**src/rtl/pc_seq_pkg.sv**
```systemverilog
package pc_seq_pkg;

  typedef enum logic [2:0] {
    SEL_INC,
    SEL_HOLD,
    SEL_TARGET,
    SEL_STACK,
    SEL_ADD,
    SEL_MOV,
    SEL_REG
  } pcSel_e;

  typedef struct packed {
    pcSel_e sel;
    logic   push;
    logic   pop;
  } pcStrobe_t;

endpackage

```
**src/rtl/pc_seq_ctrl.sv**
```systemverilog
module pc_seq_ctrl
  import pc_seq_pkg::*;
(
  input  logic      clk,
  input  logic      rstN,
  input  logic      jumpEn,
  input  logic      callEn,
  input  logic      retEn,
  input  logic      addAccEn,
  input  logic      movAccEn,
  input  logic      regWrEn,
  output pcStrobe_t strobe,
  output logic      flushStb
);

  logic loadNext;

  // Precedence: call, jump, return, add, move, generic write.
  always_comb begin
    strobe.sel  = SEL_INC;
    strobe.push = 1'b0;
    strobe.pop  = 1'b0;
    if (flushStb) begin
      strobe.sel = SEL_HOLD;
    end else if (callEn) begin
      strobe.sel  = SEL_TARGET;
      strobe.push = 1'b1;
    end else if (jumpEn) begin
      strobe.sel = SEL_TARGET;
    end else if (retEn) begin
      strobe.sel = SEL_STACK;
      strobe.pop = 1'b1;
    end else if (addAccEn) begin
      strobe.sel = SEL_ADD;
    end else if (movAccEn) begin
      strobe.sel = SEL_MOV;
    end else if (regWrEn) begin
      strobe.sel = SEL_REG;
    end
  end

  assign loadNext = (strobe.sel != SEL_INC) && (strobe.sel != SEL_HOLD);

  always_ff @(posedge clk) begin
    if (!rstN) flushStb <= 1'b0;
    else       flushStb <= loadNext;
  end

endmodule

```
**src/rtl/pc_seq_dpath.sv**
```systemverilog
module pc_seq_dpath
  import pc_seq_pkg::*;
#(
  parameter int ADDR_W = 9,
  parameter int DATA_W = 8,
  parameter int DEPTH  = 5
) (
  input  logic              clk,
  input  logic              rstN,
  input  pcStrobe_t         strobe,
  input  logic [ADDR_W-1:0] targetAddr,
  input  logic [DATA_W-1:0] accVal,
  input  logic [DATA_W-1:0] regWrData,
  output logic [ADDR_W-1:0] pcAddr
);

  localparam int PTR_W = (DEPTH > 1) ? $clog2(DEPTH) : 1;
  localparam int HI_W  = ADDR_W - DATA_W;
  localparam logic [PTR_W-1:0] LAST = PTR_W'(DEPTH - 1);

  logic [ADDR_W-1:0] stackMem [DEPTH];
  logic [PTR_W-1:0]  ptr, ptrPrev, ptrNext;
  logic [ADDR_W-1:0] pcPlusOne, nextPc;
  logic [DATA_W-1:0] addLow;

  assign ptrPrev   = (ptr == '0)   ? LAST : ptr - 1'b1;
  assign ptrNext   = (ptr == LAST) ? '0   : ptr + 1'b1;
  assign pcPlusOne = pcAddr + 1'b1;
  assign addLow    = pcPlusOne[DATA_W-1:0] + accVal;

  always_comb begin
    unique case (strobe.sel)
      SEL_HOLD:   nextPc = pcAddr;
      SEL_TARGET: nextPc = targetAddr;
      SEL_STACK:  nextPc = stackMem[ptrPrev];
      SEL_ADD:    nextPc = {{HI_W{1'b0}}, addLow};
      SEL_MOV:    nextPc = {{HI_W{1'b0}}, accVal};
      SEL_REG:    nextPc = {{HI_W{1'b0}}, regWrData};
      default:    nextPc = pcPlusOne;
    endcase
  end

  always_ff @(posedge clk) begin
    if (!rstN) begin
      pcAddr <= '0;
      ptr    <= '0;
    end else begin
      pcAddr <= nextPc;
      if (strobe.push)     ptr <= ptrNext;
      else if (strobe.pop) ptr <= ptrPrev;
    end
  end

  for (genvar i = 0; i < DEPTH; i++) begin : g_slot
    always_ff @(posedge clk) begin
      if (!rstN)                                  stackMem[i] <= '0;
      else if (strobe.push && ptr == PTR_W'(i))   stackMem[i] <= pcPlusOne;
    end
  end

endmodule

```
**src/rtl/pc_sequencer.sv**
```systemverilog
module pc_sequencer
  import pc_seq_pkg::*;
#(
  parameter int ADDR_W = 9,
  parameter int DATA_W = 8,
  parameter int DEPTH  = 5
) (
  input  logic              clk,
  input  logic              rstN,
  input  logic              jumpEn,
  input  logic              callEn,
  input  logic              retEn,
  input  logic              addAccEn,
  input  logic              movAccEn,
  input  logic              regWrEn,
  input  logic [ADDR_W-1:0] targetAddr,
  input  logic [DATA_W-1:0] accVal,
  input  logic [DATA_W-1:0] regWrData,
  output logic [ADDR_W-1:0] pcAddr,
  output logic              flushStb
);

  pcStrobe_t strobe;

  pc_seq_ctrl u_ctrl (
    .clk(clk), .rstN(rstN),
    .jumpEn(jumpEn), .callEn(callEn), .retEn(retEn),
    .addAccEn(addAccEn), .movAccEn(movAccEn), .regWrEn(regWrEn),
    .strobe(strobe), .flushStb(flushStb)
  );

  pc_seq_dpath #(.ADDR_W(ADDR_W), .DATA_W(DATA_W), .DEPTH(DEPTH)) u_dpath (
    .clk(clk), .rstN(rstN), .strobe(strobe),
    .targetAddr(targetAddr), .accVal(accVal), .regWrData(regWrData),
    .pcAddr(pcAddr)
  );

endmodule

```
**config.mk**
```make
export PLATFORM = sky130hd
export DESIGN_NAME = pc_sequencer
export DESIGN_NICKNAME = d
export VERILOG_FILES = /design/src/rtl/pc_seq_pkg.sv /design/src/rtl/pc_seq_ctrl.sv /design/src/rtl/pc_seq_dpath.sv /design/src/rtl/pc_sequencer.sv
export SDC_FILE = /design/constraint.sdc
export NUM_CORES = 1
export LEC_CHECK = 0
export BUFFER_PORTS_ARGS = -buffer_cell sky130_fd_sc_hd__buf_4
export CORE_MARGIN = 4
export CORE_UTILIZATION = 25
export CTS_CLUSTER_SIZE = 25
export DETAILED_ROUTE_END_ITERATION = 10
export PLACE_DENSITY_LB_ADDON = 0.25
export SETUP_SLACK_MARGIN = 0.05
export SYNTH_ARGS = -nofsm -noshare
export SYNTH_HDL_FRONTEND = slang
export SYNTH_HIERARCHICAL = 1
export SYNTH_SLANG_ARGS = --single-unit
```
**constraint.sdc**
```tcl
create_clock -name clk -period 5.6 [get_ports clk]
set_input_delay 0.28 -clock clk [delete_from_list [all_inputs] [get_ports clk]]
set_output_delay 0.28 -clock clk [all_outputs]
set_load 0.01 [all_outputs]
```
==> results.ini, run 1 <==
[run]
maxCapViolations = 0

[die]
die_w_um = 129
ios = 43
start_util_pct = 26.0
fp.dieH_um = 129
core_sq_um = 14100
core.rowCount = 43
fp.dieArea_sq_um = 16700

[sta]
worst_hold_slack_ps = 304
setup_viol = 0
max_freq_mhz = 343
tightest_slew_ps = 1020
finalCritPeriodShare_pct = 52.0
slew-limit-headroom_pct = 31.9
period_needed_ps = 2910
hold_viol = 0
fin_skew_ps = 8.36
fin_tns_setup_ps = 0
maxSlewViolCount = 0
rsz0062_at_grt = false

[power]
irDropWorstVdd_mv = 0.153
combPwrFrac_pct = 23.3
internal-power_mw = 0.918
p_leak_nw = 1.69
p_seq_share_pct = 40.7
switching_share_pct = 29.2
pwr-share-clk_pct = 36.0
switching_power_mw = 0.379
p_per_area_nw_per_um2 = 294

[cts]
cts_tree = done
htreeDepth = 3
cts_sinks = 58
cts_resized = 0
cts_buffers = 9
cts_root_buf = clkbuf_16
clk_pin_slew_ps = 50
clk_latency_ps = 320
post-cts-setup-buffers = 0
cts_hold_buf = 0
clock_path_buffers = 2

[synth]
synthTopCellsByCount = nor2_1, edfxtp_1, nand2_1, a21oi_1, o21ai_0
synth_top_cell_area_share_pct = 36.9
synth_edf_count = 45
synth-seq-area-share_pct = 44.0
syn_nets = 418
synth-main-ff-cell = edfxtp_1
synth_cells = 369
yosysMostFrequentCell = nor2_1
avgSynthCellArea_sq_um = 9.93
yosysUniqueCellTypes = 67
synth-seq-cells = 58
synthArstFlopShare_pct = 0
yosysWarningCount = 6
synth_area_leaders = edfxtp_1, dfxtp_1, nor2_1, ha_1, mux4_2
yosysTopAreaCell = edfxtp_1
synthesis.area_sq_um = 3660

[worst_setup_path]
r2r_setup_slack_ps = 2690
cp.arrival_ps = 3130
crit_fanout = 10
cp.required_ps = 5810
worstSetupPathType = flip-flop to flip-flop
r2r-end = u_dpath/pcAddr[7]
start_kind = flip-flop
r2r_start = u_dpath/pcAddr[0]
setup.worst_path.end_class = flip-flop
startpoint = u_dpath/pcAddr[0]
ff2ff_path_depth = 10

[cells_and_area]
syn_to_final_growth_pct = 20.4
diodes = 0
drive_gt1_share_pct = 20.1
postLayoutCoreUtil_pct = 31.3
nNetsFinal = 457
fin_cells = 592
stdcell_area_sq_um = 4410

[drt]
drc_errors = 0
wl_um = 10200
first_pass_iters = 5
dr.max_layer_used = met4
met1_length_um = 4580
wl_met3_um = 545
vias = 2979
avgRoutedWirePerCell_um = 17.3
dr.first_iter.drc_count = 190
viasPerCell = 5.03
postRouteAntennaNets = 0
dr_wl_met2_um = 4990

[place]
port_buffers = 42
placed_cell_area_sq_um = 4160
gp_congestion = 0.809
dp.cells = 577
hpwlAfterDp_um = 7640

[min_path]
hp-class = primary input to flip-flop
hold_end = u_ctrl/flushStb
whs_path_depth = 4
hp-start = regWrEn

[grt]
grt_pass1_vias = 2968
grt.total_usage_pct = 12.4
grt-ovfl-total = 0
grt_max_degree = 32
grt_pass1_wl_um = 16100
antenna_found_initial = 0

[status]
status = complete, no violations

## cell usage in the layout (no fill, tap or decap), types with 3 or more instances in the layout
master,netlist,layout
nand3_1,11,11
edfxtp_1,45,45
o22ai_1,4,4
nand4_1,3,3
mux2_2,3,3
a31oi_1,3,3
and3_1,5,5
xor2_1,5,5
or3_1,4,4
nand2_1,28,28
ha_1,15,15
mux4_2,6,6
a221o_1,4,4
clkinv_2,0,3
a211oi_1,4,4
clkbuf_16,0,9
buf_4,2,45
nor2b_1,6,6
a21oi_1,20,19
inv_1,14,14
and2_1,4,4
nor3_2,3,3
nand2b_1,9,9
mux2i_1,10,10
nor3_1,3,3
dfxtp_1,13,13
a221oi_1,6,6
nor2_1,58,58
o21ai_0,17,17
inv_2,4,4
## worst max-delay path by stage
stage,endpoint,slack (ps),depth (start not counted)
after CTS,u_dpath/pcAddr[7],2710,10
final,u_dpath/pcAddr[7],2690,10
after floorplan,u_dpath/pcAddr[4],3210,9
after global placement,u_dpath/pcAddr[7],2720,10
after detailed placement,u_dpath/pcAddr[7],2720,10
after global routing,u_dpath/pcAddr[7],2420,10
## registers in the layout (all words and copies together) (netlist names)
register / flops
u_dpath/stackMem: 45
u_dpath/pcAddr: 9
u_dpath/ptr: 3
u_ctrl/flushStb: 1
## power by group through the flow
| stage | Sequential [mW] | Combinational (mW) | Clock (mW) |
|---|---|---|---|
| 3_3_place_gp | 0.536 | 0.298 | 0 |
| 3_5_place_dp | 0.535 | 0.302 | 0 |
| 2_1_floorplan | 0.523 | 0.213 | 0 |
| 6_report | 0.527 | 0.302 | 0.468 |
| 5_1_grt | 0.532 | 0.335 | 0.495 |
| 4_1_cts | 0.528 | 0.304 | 0.478 |
## logic make-up (layout without fill, tap and decap cells)
group	count (synthesis)	after routing	synth area share, %
AOI/OAI and AO/OA	82	82	15.1
xor gates and xnor gates	9	9	2.73
adders and majority gates	16	16	5.67
buffers and inverters	35	78	4.27
DFF	58	58	44.0
muxes	22	22	8.33
and+or+nand+nor	147	147	19.9
## stage by stage
step | power (mW) | setup WS [ps]
2_1_floorplan | 0.736 | 3210
3_3_place_gp | 0.834 | 2720
3_5_place_dp | 0.838 | 2720
4_1_cts | 1.31 | 2710
5_1_grt | 1.36 | 2420
6_report | 1.30 | 2690
## worst max-delay path: stages (launching register included)
cell,delay (ps)
dfxtp_1,560
ha_1,310
nand3_1,110
xor2_1,480
inv_1,100
ha_1,300
o21ai_1,130
a21oi_1,110
o41ai_1,360
xor2_1,120
a32o_1,210
## cell type report
| type | count | area [sq um] |
|---|---|---|
| fill | 1479 | 9680 |
| multi-input combinational | 276 | 1920 |
| sequential | 58 | 1610 |
| timing repair buffer | 45 | 338 |
| clock buffer | 10 | 229 |
| tap | 180 | 225 |
| inverter | 18 | 67.6 |
| clock inverter | 5 | 22.5 |
## layer usage
metal	vias to the layer above	GRT usage, %
li1	1438	-
met1	1461	16.5
met2	66	20.2
met3	14	3.05
met4	0	3.71
met5	-	0
Power figures use the tool's default switching activity.
==> inputs of run 2 (changes only) <==
==> constraint.sdc (replaced) <==
create_clock -name clk -period 2.6 [get_ports clk]
set_input_delay 0.13 -clock clk [delete_from_list [all_inputs] [get_ports clk]]
set_output_delay 0.13 -clock clk [all_outputs]
set_load 0.01 [all_outputs]
==> results.ini, run 2 (same netlist as run 1, synthesis figures left out) <==
[status]
status = complete, no violations

[worst_setup_path]
start_kind = flip-flop
cp.arrival_ps = 2580
crit_fanout = 9
worstSetupPathType = flip-flop to flip-flop
critPathSlowestCell = or3_1
cp.required_ps = 2810
setup.worst_path.end_class = flip-flop
cpPeakStageDelay_ps = 410
worstPathCellList = buf_6 > nand3_2 > or3_1 > and2_2 > inv_2 > ha_1 > o21ai_0 > nand2b_1 > o41ai_2 > xor2_1 > a32o_1

[cells_and_area]
diodes = 0
largest_reg_flops = 45
drive_gt1_share_pct = 24.6
stdcell_area_sq_um = 4640
syn_to_final_growth_pct = 26.5
layout_commonest_cell = nor2_1
final_cell_mix = nor2_1, buf_4, edfxtp_1
nNetsFinal = 471
top_regs = u_dpath/stackMem: 45 flops, u_dpath/pcAddr: 9 flops, u_dpath/ptr: 3 flops
fin_cells = 607
regMostFlops = u_dpath/stackMem

[run]
maxCapViolations = 0

[sta]
period_needed_ps = 2370
setup_viol = 0
max_freq_mhz = 422
fin_ws_ps = 233
fin_skew_ps = 5.30
finalCritPeriodShare_pct = 91.0
fin_tns_setup_ps = 0
slew-limit-headroom_pct = 44.0
hold_viol = 0
maxSlewViolCount = 0
tightest_slew_ps = 840
rsz0062_at_grt = false

[grt]
grt.total_usage_pct = 13.2
grt_pass1_vias = 3041
antenna_found_initial = 0
grt-ovfl-total = 0
grt_pass1_wl_um = 16900
grt_max_degree = 24

[drt]
dr.first_iter.drc_count = 208
avgRoutedWirePerCell_um = 17.9
postRouteAntennaNets = 0
first_pass_iters = 4
vias = 3014
viasPerCell = 4.97
drc_errors = 0
wl_um = 10900

[cts]
cts_root_buf = clkbuf_16
cts_buffers = 9
cts_hold_buf = 0
cts_sinks = 58
post-cts-setup-buffers = 0
clk_pin_slew_ps = 50
clock_path_buffers = 2
clk_latency_ps = 320
htreeDepth = 3
cts_tree = done

[place]
placed_cell_area_sq_um = 4280
hpwlAfterDp_um = 7960
gp_congestion = 0.800
port_buffers = 42
dp.cells = 591
dp_slack_ps = 93.5

[power]
irDropWorstVdd_mv = 0.300
p_leak_nw = 1.80
p_per_area_nw_per_um2 = 671
finalPower_mw = 3.11

[min_path]
hp-class = primary input to flip-flop

[die]
core.rowCount = 43
start_util_pct = 26.0
core_sq_um = 14100
die_w_um = 129
fp.dieH_um = 129
fp.dieArea_sq_um = 16700
ios = 43

[run 2: power by group]
group	internal [mW]	switching, mW
clock network	0.836	0.424
registers	1.07	0.0509
logic	0.326	0.407
total	2.23	0.882
[run 2: worst max-delay path, delay by kind of cell (launching register included)]
kind            cells  cell delay (ps)
simple gates        4              890
compound gates      3              440
flops               1              360
fa+ha+maj           1              250
buf+inv             2              200
xor+xnor            1              120
[run 2: metal layers]
metal	wire, um	up-vias	GRT usage (%)
met2	5220	68	21.6
met1	4880	1470	17.8
li1	-	1470	-
met5	0	-	0
met3	695	6	2.43
met4	100	0	4.39
[run 2: cell type report]
type                            instances  area [sq um]
Inverter                               18          67.6
Clock inverter                          7          93.8
Clock buffer                            9           225
Fill cell                            1459          9460
Multi-Input combinational cell        276          1950
Tap cell                              180           225
Sequential cell                        58          1610
Timing Repair Buffer                   59           459
[run 2: final timing paths]
path | start | to | slack [ps] | cells past startpoint
setup / recovery | u_dpath/pcAddr[0] | u_dpath/pcAddr[7] | 230 | 11
hold / removal | regWrEn | u_ctrl/flushStb | 170 | 4
setup reg to reg | u_dpath/pcAddr[0] | u_dpath/pcAddr[7] | 230 | 11
hold reg to reg | u_dpath/stackMem[4][0] | u_dpath/pcAddr[0] | 550 | 2
[run 2: timing repair]
| item | in CTS | in global routing |
|---|---|---|
| endpoints found under the hold margin | 0 | 0 |
| endpoints found under the setup margin | 1 | 2 |
| pin swaps | 0 | 0 |
| resized for setup | 1 | 7 |
[run 2: stage by stage]
step | utilization [%] | hold WS (ps)
floorplan | - | 283
global placement | 30.3 | 475
detailed placement | 30.3 | 500
CTS | 32.7 | 155
global route | 32.9 | 186
finish | 32.9 | 168
==> inputs of run 3 (changes only) <==
--- a/config.mk
+++ b/config.mk
@@ -8,6 +8,7 @@
 export BUFFER_PORTS_ARGS = -buffer_cell sky130_fd_sc_hd__buf_4
 export CORE_MARGIN = 4
 export CORE_UTILIZATION = 25
+export CTS_BUF_LIST = sky130_fd_sc_hd__clkbuf_4
 export CTS_CLUSTER_SIZE = 25
 export DETAILED_ROUTE_END_ITERATION = 10
 export PLACE_DENSITY_LB_ADDON = 0.25
==> results.ini, run 3 (same netlist as run 1, synthesis figures left out) <==
[die]
core_sq_um = 14100
ios = 43
core.rowCount = 43
fp.dieH_um = 129
fp.dieArea_sq_um = 16700
die_w_um = 129
start_util_pct = 26.0

[status]
status = complete, no violations

[worst_setup_path]
worstSetupPathType = flip-flop to flip-flop
crit_fanout = 9
critPathSlowestCell = or3_1
r2r-end = u_dpath/pcAddr[7]
ff2ff_path_depth = 11
setup.worst_path.end_class = flip-flop
cpPeakStageDelay_ps = 410
r2r_start = u_dpath/pcAddr[0]
cp.required_ps = 2910
r2r_setup_slack_ps = 200
start_kind = flip-flop
cp.arrival_ps = 2700
worstPathCellList = buf_4 > nand3_2 > or3_1 > and2_1 > inv_2 > ha_1 > o21ai_0 > nand2b_1 > o41ai_2 > xor2_1 > a32o_1

[cts]
cts_buffers = 9
cts_tree = done
clock_path_buffers = 2
cts_hold_buf = 0
clk_pin_slew_ps = 100
htreeDepth = 3
cts_root_buf = clkbuf_4
clk_latency_ps = 410
cts_sinks = 58
post-cts-setup-buffers = 0

[place]
port_buffers = 42
hpwlAfterDp_um = 7960
dp_slack_ps = 93.5
gp_congestion = 0.800

[cells_and_area]
diodes = 0
postLayoutCoreUtil_pct = 31.7
multiInputGateArea_sq_um = 1940
fillers = 1479
nNetsFinal = 471
regMostFlops = u_dpath/stackMem
final_cell_mix = buf_4, nor2_1, edfxtp_1
syn_to_final_growth_pct = 21.8
seq_area_sq_um = 1610
top_regs = u_dpath/stackMem: 45 flops, u_dpath/pcAddr: 9 flops, u_dpath/ptr: 3 flops
drive_gt1_share_pct = 24.4
largest_reg_flops = 45

[drt]
viasPerCell = 5.03
postRouteAntennaNets = 0
drc_errors = 0
wl_um = 10800
vias = 3055
avgRoutedWirePerCell_um = 17.7
dr.first_iter.drc_count = 211
first_pass_iters = 5

[sta]
slew-limit-headroom_pct = 43.8
finalCritPeriodShare_pct = 92.2
max_freq_mhz = 417
tightest_slew_ps = 843
fin_tns_setup_ps = 0
setup_viol = 0
hold_viol = 0
period_needed_ps = 2400
rsz0062_at_grt = true
fin_ws_ps = 204
maxSlewViolCount = 0
fin_skew_ps = 13.8

[grt]
grt_pass1_wl_um = 16900
grt_max_degree = 24
grt_pass1_vias = 3052
grt-ovfl-total = 0
antenna_found_initial = 0
grt.total_usage_pct = 13.3

[power]
irDropWorstVdd_mv = 0.198
p_per_area_nw_per_um2 = 581
p_leak_nw = 1.73

[min_path]
hp-class = primary input to flip-flop
whs_path_depth = 4
hold_end = u_ctrl/flushStb
hp-start = regWrEn

[run]
maxCapViolations = 0

-- run 3: routing by layer --
layer	vias to the layer above	wire length [um]	track usage, %
li1	1472	-	-
met1	1483	4770	17.7
met5	-	0	0
met3	10	680	2.93
met2	90	5170	21.6
met4	0	145	4.14
-- run 3: report_power, final --
group / switching (mW) / internal (mW) / leakage (nW)
registers: 0.0482 / 1.06 / 0.577
clock network: 0.366 / 0.388 / 0.0835
logic: 0.405 / 0.320 / 1.07
-- run 3: stage by stage --
step / cell area (sq um) / power [mW] / std cells / hold WS [ps]
6_report: 4460 / 2.59 / 607 / 73.1
5_1_grt: 4460 / 2.74 / 607 / 67.9
4_1_cts: 4450 / 2.62 / 607 / 43.2
3_5_place_dp: 4280 / 1.85 / 591 / 500
3_3_place_gp: 4280 / 1.84 / 591 / 475
2_1_floorplan: 3660 / 1.58 / 369 / 283
-- run 3: final cells by class --
cell class                 count  share of cell area, %
multi-input combinational    276                   43.5
clock buffer                   9                   1.51
tap                          180                   5.05
sequential                    58                   36.2
clock inverter                 7                   2.10
timing repair buffer          59                   10.2
inverter                      18                   1.51
-- run 3: what timing repair did --
item	4_1_cts	5_1_grt
pin swaps	0	0
endpoints found under the setup margin	1	2
resized for setup	1	4
hold endpoints to repair	0	0
-- run 3: worst max path at each step --
stage | slack, ps | cells after the start | start | end
2_1_floorplan | 210 | 9 | u_dpath/ptr[0] | u_dpath/pcAddr[4]
6_report | 200 | 11 | u_dpath/pcAddr[0] | u_dpath/pcAddr[7]
3_5_place_dp | 90 | 9 | u_dpath/pcAddr[1] | u_dpath/pcAddr[7]
4_1_cts | 90 | 9 | u_dpath/pcAddr[1] | u_dpath/pcAddr[7]
5_1_grt | 20 | 11 | u_dpath/pcAddr[0] | u_dpath/pcAddr[7]
3_3_place_gp | 190 | 9 | u_dpath/pcAddr[1] | u_dpath/pcAddr[7]
-- run 3: critical path, delay by kind of cell (launching register included) --
| family | cells | cell delay [ps] |
|---|---|---|
| DFF | 1 | 350 |
| adders and majority gates | 1 | 250 |
| buffers and inverters | 2 | 250 |
| and+or+nand+nor | 4 | 890 |
| AOI/OAI and AO/OA | 3 | 440 |
| xor gates and xnor gates | 1 | 120 |
